$ cat src/rtl/bit_serial_adder.sv
module bit_serial_adder #(
  parameter int W = 4
) (
  input  logic         clk,
  input  logic         rst_n,
  input  logic         start,
  input  logic         load_acc,
  input  logic         load_add,
  input  logic [W-1:0] acc_in,
  input  logic [W-1:0] add_in,
  output logic [W-1:0] acc_q,
  output logic [W-1:0] add_q,
  output logic         carry_q,
  output logic         done,
  output logic         idle
);
  localparam int CW = (W > 1) ? $clog2(W) : 1;

  typedef enum logic [1:0] {ST_IDLE = 2'd0, ST_RUN = 2'd1, ST_HOLD = 2'd2} st_t;

  st_t          st;
  logic [CW-1:0] cnt;
  logic          done_r;
  logic          shift_en;
  logic          holding;
  logic          last;

  logic [W-1:0] acc, add;
  logic         cy;
  logic         s_bit, c_bit;
  logic [W:0]   acc_ext, add_ext;

  assign shift_en = (st == ST_RUN);
  assign holding  = (st == ST_HOLD);
  assign last     = (cnt == CW'(W - 1));

  assign s_bit   = acc[0] ^ add[0] ^ cy;
  assign c_bit   = (acc[0] & add[0]) | (cy & (acc[0] ^ add[0]));
  assign acc_ext = {s_bit, acc};
  assign add_ext = {add[0], add};

  always_ff @(posedge clk or negedge rst_n) begin
    if (!rst_n) begin
      st     <= ST_IDLE;
      cnt    <= '0;
      done_r <= 1'b0;
    end else begin
      done_r <= 1'b0;
      case (st)
        ST_IDLE: if (start) begin
          st  <= ST_RUN;
          cnt <= '0;
        end
        ST_RUN: if (last) begin
          done_r <= 1'b1;
          st     <= start ? ST_HOLD : ST_IDLE;
        end else begin
          cnt <= cnt + 1'b1;
        end
        ST_HOLD: if (!start) st <= ST_IDLE;
        default: st <= ST_IDLE;
      endcase
    end
  end

  always_ff @(negedge clk or negedge rst_n) begin
    if (!rst_n) begin
      acc <= '0;
      add <= '0;
      cy  <= 1'b0;
    end else if (shift_en) begin
      acc <= acc_ext[W:1];
      add <= add_ext[W:1];
      cy  <= c_bit;
    end else begin
      if (load_acc) begin
        acc <= acc_in;
        cy  <= 1'b0;
      end
      if (load_add) add <= add_in;
    end
  end

  assign acc_q   = acc;
  assign add_q   = add;
  assign carry_q = cy;
  assign done    = done_r;
  assign idle    = (st == ST_IDLE);
endmodule

$ cat config.mk
export PLATFORM = sky130hd
export DESIGN_NAME = bit_serial_adder
export DESIGN_NICKNAME = d
export VERILOG_FILES = /design/src/rtl/bit_serial_adder.sv
export SDC_FILE = /design/constraint.sdc
export NUM_CORES = 1
export LEC_CHECK = 0
export BUFFER_PORTS_ARGS = -buffer_cell sky130_fd_sc_hd__buf_4
export CAP_MARGIN = 10
export CORE_AREA = 2 2 41 62
export DETAILED_ROUTE_END_ITERATION = 10
export DIE_AREA = 0 0 43 64
export PLACE_DENSITY_LB_ADDON = 0.05
export SYNTH_ARGS = -nofsm -noshare
export SYNTH_HDL_FRONTEND = slang
export SYNTH_SLANG_ARGS = --single-unit
$ cat constraint.sdc
create_clock -name clk -period 1.25 [get_ports clk]
set_clock_uncertainty 0.2 [all_clocks]
set_input_delay 0 -clock clk [delete_from_list [all_inputs] [get_ports clk]]
set_output_delay 0 -clock clk [all_outputs]
set_load 0.01 [all_outputs]
# After elaboration in Yosys (flattened, before gate mapping)
# Cells that the tools add are included.
# classes
add_sub_neg	1
mul	0
div_mod_pow	0
magnitude_cmp	0
eq_ne	7
shifts	0
mux	16
n_bitwise	5
reduce_logical	6
# op_table
cell	count
two-way mux 4 bit	4
two-way mux 2 bit	6
inequality test 2 bit (second input constant)	3
one-hot mux 2 bit (3 select lines)	1
AND reduction 3 bit	2
nonzero test 2 bit	3
equality test 2 bit (second input constant)	2
two-way mux 1 bit	4
one-hot mux 2 bit (2 select lines)	1
adder 2 x 1 -> 2 bit (second input constant)	1
bitwise AND 1 bit	2
equality test 2 x 1 -> 1 bit (second input constant)	1
logical NOT 2 bit	1
inequality test 2 x 1 -> 1 bit (second input constant)	1
bitwise XOR 1 bit	2
bitwise OR 1 bit	1
# totals
register_bits	14
latchBits	0
ram_bits	0
romBits	0
input_bits	13
mem_count	0

# Longest topological paths before layout
# Gate-level depths: netlist of the first run.
# depth
word_depth	4
ltp_mapped	4

==> flow_metrics.py, run 1 <==
metrics = {
    "drt": {
        "post_detailed_route_count_of_antenna_violating_nets": 0,
        "via_per_inst": 4.646,
        "routed_wire_length_mm": 1.596,
        "num_vias": 604,
        "dr.first_iter.drc_count": 4,
        "routedWlPerCell_um": 12.28,
        "remaining_drc_errors": 0,
        "drt_pre_antenna_iters": 2,
    },
    "die": {
        "io_pins": 24,
        "chipWidth_um": 43,
        "fp-row-count": 21,
        "floorplan.die_area_um2": 2752,
        "core_area_um2": 2207,
        "start_util": 0.3316,
        "height_of_the_chip_um": 64,
    },
    "clock_tree": {
        "clkLatencyLatePin_ns": 0.27,
        "cts_made_buffers": 3,
        "clk_root_buffer_cell": "sky130_fd_sc_hd__clkbuf_4",
        "clock_sink_count": 14,
        "cts_max_level": 1,
        "worst_setup_hold_path_clk_slew_ns": 0.08,
        "clockBufferDepth": 2,
        "tritoncts": "yes",
    },
    "final_layout": {
        "layout.cells.most_common_list": "44 x sky130_fd_sc_hd__buf_4, 9 x sky130_fd_sc_hd__dfrtn_1, 6 x sky130_fd_sc_hd__mux2_4, 5 x sky130_fd_sc_hd__mux2_1, 5 x sky130_fd_sc_hd__mux2i_1",
        "area.growth.synth_to_final_pct": 67.52,
        "total_number_of_nets_in_the_final_design": 123,
        "sequential_cell_area_um2": 351.6,
        "n_fill_cell": 213,
        "utilization": 0.5556,
        "antenna_diode_count": 0,
        "final_layout_size_suffix_gt1_frac": 0.6075,
        "mostFrequentLayoutCell": "sky130_fd_sc_hd__buf_4",
        "stdcell_area_um2": 1226,
        "area_taken_by_multi_input_logic_gates_um2": 396.6,
        "finalNonFillerCells": 130,
    },
    "place": {
        "gp_routability_congestion": 0.6692,
        "placed_cells": 112,
        "io_buffers": 23,
        "detailed_place_hpwl_mm": 1.120,
        "dpl-instance-area_um2": 1045,
    },
    "hold_path": {
        "min_path_type": "input pin to async pin",
    },
    "critical_path": {
        "reg2reg_depth": 2,
        "cp_data_required_time_ns": 0.55,
        "cp_max_fo": 5,
        "critPathKind": "register to register",
        "critical_path.cell_chain": "nand2b_4, mux2_4",
        "worstSetupEndpointType": "register",
        "crit_path_max_incr_delay_ns": 0.40,
        "crit_path_top_delay_cell": "sky130_fd_sc_hd__dfrtp_1",
        "worst-endpoint-arrival_ns": 1.17,
        "start_kind": "register",
        "reg2reg_slack_ns": -0.62,
    },
    "power": {
        "static-leakage-power_nw": 0.6384,
        "power_mw": 3.010,
        "peakVddDrop_uv": 1073,
        "power-per-cell-area_nw_per_um2": 2455,
    },
    "global_routing": {
        "grt_first_pass_wirelength_mm": 2.766,
        "grt_antenna_before_repair": 0,
        "global_route.usage.total": 0.1297,
        "grt_start_max_net_pins": 11,
        "grt_use_met1": 0.1521,
        "grt_busiest_layer": "met2",
        "grt.overflow.total": 0,
        "met2_grt_util": 0.2348,
        "grt_use_met3": 0.01695,
        "grt_pass1_vias": 658,
    },
    "yosys": {
        "post_synth_arst_share": 1.000,
        "synthXorXnorAreaFrac": 0,
        "synth_adder_area_share": 0.04444,
        "synthesized_area_fraction_occupied_by_ao_oa_aoi_and_oai_cells": 0.05128,
        "ys.warnings.count": 0,
        "yosys-mux-area-fraction": 0.2838,
        "netlist_area_um2": 732.0,
        "combinational_family_with_the_most_area_after_synthesis": "multiplexers",
        "synthesis.area_per_instance_um2": 13.81,
        "synth-edff-count": 0,
        "post_synthesis_register_bit_count": 14,
        "synth.yosys.seq_area_share": 0.4786,
        "cell_count_after_synthesis": 53,
        "yosys.area_share.simple": 0.09573,
        "net_count_after_synthesis": 68,
        "dominant_register_cell_in_the_synthesized_netlist": "sky130_fd_sc_hd__dfrtn_1",
        "distinct_cell_type_count_of_the_synthesized_netlist": 23,
    },
    "timing": {
        "finalMaxSlewViolations": 0,
        "hold_viol_final": 0,
        "worst_pin_slew_ns": 0.2688,
        "hold_ws_ns": 0.1966,
        "post-route-worst-setup-slack_ns": -0.6212,
        "slew-limit-headroom": 0.8208,
        "setup_violations": 22,
        "setup_repair_after_global_routing_missed_its_margin": "yes",
    },
    "status": {
        "status": "finished, violations left",
        "failed_checks": "negative setup slack",
    },
    "flow_run": {
        "max-cap-violations": 0,
    },
}
## metal layers
layer  wire length, µm  up-vias
met5                 0        -
met4                 5        0
met3                77        2
met2               892       17
met1               620      287
li1                  -      298
## where the power goes
part | switching [mW] | internal [mW] | leakage [nW]
registers | 0.141 | 0.690 | 0.168
logic | 0.670 | 1.25 | 0.456
clock network | 0.138 | 0.123 | 0.0150
## area by class of cell
type                       instances  area share
timing repair buffer              51      0.3327
multi-input combinational         34      0.3235
sequential                        14      0.2867
clock buffer                       4     0.02143
tap                               23     0.02347
inverter                           4     0.01224
## worst max-delay path: cells and delay by family (launching register included)
family	cells	cell delay, ns
DFF	1	0.40
muxes	1	0.30
and+or+nand+nor	1	0.19
## timing repair
item                                   CTS  global route
hold buffers                             3             0
cloned                                   1             0
endpoints found under the hold margin   18             0
gates resized for setup                  7             3
setup endpoints to repair               21            27
setup buffers                            9             1
pin swaps                                1             0
## synthesized netlist by cell type, drive strengths merged (2+ instances only)
cell type   n  share of area
and3        2          0.017
mux2i       5          0.068
nand2b      2          0.027
a211o       2          0.024
buf         2          0.026
dfrtp       5           0.17
dfrtn       9           0.31
mux2       12           0.22
inv         4          0.021
## worst paths after layout
| check | from | to |
|---|---|---|
| hold / removal | rst_n | st[1] |
| hold reg to reg | acc_q[3] | acc_q[2] |
| setup reg to reg | st[1] | acc_q[2] |
| max in group asynchronous | rst_n | carry_q |
| min in group clk | add_in[3] | add_q[3] |
| setup / recovery | st[1] | acc_q[2] |
## metrics by stage
stage | worst slack, ns | TNS (ns)
final | -0.6212 | -8.983
after global routing | -0.6590 | -9.791
after CTS | -0.6398 | -9.191
after detailed placement | -0.6348 | -6.493
after global placement | -0.6186 | -6.393
after floorplan | -0.7071 | -6.004
## state kept, by name (all words and copies together), names as in the netlist
| signal | count |
|---|---|
| acc_q | 4 |
| add_q | 4 |
| cnt | 2 |
| st | 2 |
| carry_q | 1 |
| done | 1 |
## kinds of logic (layout without fill, tap and decap cells)
group	after synthesis	count (layout)
AOI/OAI and AO/OA	5	5
DFF	14	14
adders and majority gates	2	2
muxes	17	17
buffers and inverters	6	59
and+or+nand+nor	9	10
(Power assumes the default switching activity.)
==> inputs of run 2 (changes only) <==
- clock period: 1.25 -> 2 ns (I/O delays scaled with it)
==> flow_metrics.py, run 2 (synthesized netlist as in run 1, its figures left out) <==
metrics = {
    "status": {
        "status": "finished, violations left",
        "failed_checks": "negative setup slack",
    },
    "critical_path": {
        "cp_top_family": "flip-flops",
        "worstSetupEndpointType": "register",
        "cp_max_fo": 8,
        "critPathBufInv": 0,
        "timing.critical_path.from": "st[1]",
        "worst-endpoint-arrival_ns": 1.18,
        "cp_data_required_time_ns": 0.93,
        "endpoint": "add_q[2]",
        "timing.rr.end": "add_q[2]",
        "crit_path_top_delay_cell": "sky130_fd_sc_hd__dfrtp_1",
        "reg2reg_slack_ns": -0.25,
        "rr_startpoint": "st[1]",
        "crit_path_max_incr_delay_ns": 0.38,
        "critical_path.cell_chain": "nand2b_4, mux2_4",
        "reg2reg_depth": 2,
        "cp.depth": 2,
        "start_kind": "register",
        "critPathKind": "register to register",
    },
    "drt": {
        "num_vias": 572,
        "dr.first_iter.drc_count": 3,
        "remaining_drc_errors": 0,
        "routedWlPerCell_um": 12.67,
        "drt_pre_antenna_iters": 3,
        "detailroute.wirelength.met3_um": 102,
        "routed_wire_length_mm": 1.571,
        "uppermost_routed_layer": "met3",
        "met1_length_um": 661,
        "post_detailed_route_count_of_antenna_violating_nets": 0,
        "via_per_inst": 4.613,
        "route.met2.wl_um": 808,
    },
    "timing": {
        "slew-limit-headroom": 0.8223,
        "setup_repair_after_global_routing_missed_its_margin": "yes",
        "setup_violations": 17,
        "post-route-worst-setup-slack_ns": -0.2498,
        "finalMaxSlewViolations": 0,
        "worst_pin_slew_ns": 0.2628,
        "hold_viol_final": 0,
    },
    "global_routing": {
        "grt_first_pass_wirelength_mm": 2.725,
        "global_route.usage.total": 0.1266,
        "grt_pass1_vias": 612,
        "grt.overflow.total": 0,
        "grt_start_max_net_pins": 11,
        "grt_antenna_before_repair": 0,
    },
    "power": {
        "static-leakage-power_nw": 0.6008,
        "peakVddDrop_uv": 734.7,
        "power-per-cell-area_nw_per_um2": 1541,
        "power_mw": 1.761,
    },
    "clock_tree": {
        "tritoncts": "yes",
        "clkLatencyLatePin_ns": 0.28,
        "cts_max_level": 1,
        "clk_root_buffer_cell": "sky130_fd_sc_hd__clkbuf_4",
        "worst_setup_hold_path_clk_slew_ns": 0.09,
        "cts_made_buffers": 3,
        "clock_sink_count": 14,
        "clockBufferDepth": 2,
    },
    "final_layout": {
        "antenna_diode_count": 0,
        "area.growth.synth_to_final_pct": 56.07,
        "sequential_cell_area_um2": 350.3,
        "stdcell_area_um2": 1142,
        "n_fill_cell": 216,
        "layout.cells.most_common_list": "40 x sky130_fd_sc_hd__buf_4, 9 x sky130_fd_sc_hd__dfrtn_1, 6 x sky130_fd_sc_hd__mux2_4",
        "mostFrequentLayoutCell": "sky130_fd_sc_hd__buf_4",
        "final_layout_size_suffix_gt1_frac": 0.5446,
        "total_number_of_nets_in_the_final_design": 117,
        "area_taken_by_multi_input_logic_gates_um2": 347.8,
    },
    "die": {
        "fp-row-count": 21,
        "io_pins": 24,
        "floorplan.die_area_um2": 2752,
        "chipWidth_um": 43,
        "start_util": 0.3316,
        "core_area_um2": 2207,
        "height_of_the_chip_um": 64,
    },
    "hold_path": {
        "min_path_type": "input pin to register",
    },
    "place": {
        "detailed_place_hpwl_mm": 1.121,
        "io_buffers": 23,
        "dpl-instance-area_um2": 959.7,
        "gp_routability_congestion": 0.6755,
    },
    "flow_run": {
        "max-cap-violations": 0,
    },
}
-- run 2: power breakdown --
part           internal [mW]  total [mW]  switching [mW]
clock network          0.111       0.202          0.0916
registers              0.430       0.512          0.0826
logic                  0.662        1.05           0.385
-- run 2: area by class of cell --
type,instances,share of cell area
Tap cell,23,0.02519
Sequential cell,14,0.3067
Multi-Input combinational cell,33,0.3045
Timing Repair Buffer,46,0.3187
Inverter,4,0.01314
Clock buffer,4,0.03176
-- run 2: how the worst min path moves through the flow --
stage               start      to  slack, ns  cells past startpoint
floorplan           rst_n  cnt[0]      -0.50                      0
global placement    rst_n   st[0]      -0.34                      1
detailed placement  rst_n   st[1]      -0.34                      1
CTS                 start   st[1]       0.31                      3
global route        start   st[1]       0.34                      3
finish              start   st[1]       0.32                      3
-- run 2: layer usage --
layer  track usage  vias up
met5             0        -
met4       0.03409        0
met3       0.02542        0
met2        0.2121       18
met1        0.1640      268
li1              -      286
-- run 2: metrics by stage --
stage | worst slack [ns] | TNS [ns] | hold WS [ns] | cells | util
after floorplan | -0.3321 | -2.454 | -0.4956 | 53 | -
after global placement | -0.2229 | -1.914 | -0.3415 | 103 | 0.4348
after detailed placement | -0.2393 | -2.011 | -0.3385 | 103 | 0.4348
after CTS | -0.2491 | -2.314 | 0.3105 | 120 | 0.4989
after global routing | -0.2834 | -2.812 | 0.3426 | 124 | 0.5176
final | -0.2498 | -2.176 | 0.3248 | 124 | 0.5176
-- run 2: timing repair --
action,CTS,global route
hold buffers,3,0
endpoints found under the hold margin,7,0
buffers inserted,10,4
resized for setup,0,3
endpoints found under the setup margin,18,18
-- run 2: worst min-delay path: stages --
cell,delay [ns]
sky130_fd_sc_hd__dlygate4sd3_1,0.52
sky130_fd_sc_hd__buf_4,0.10
sky130_fd_sc_hd__a21boi_1,0.13
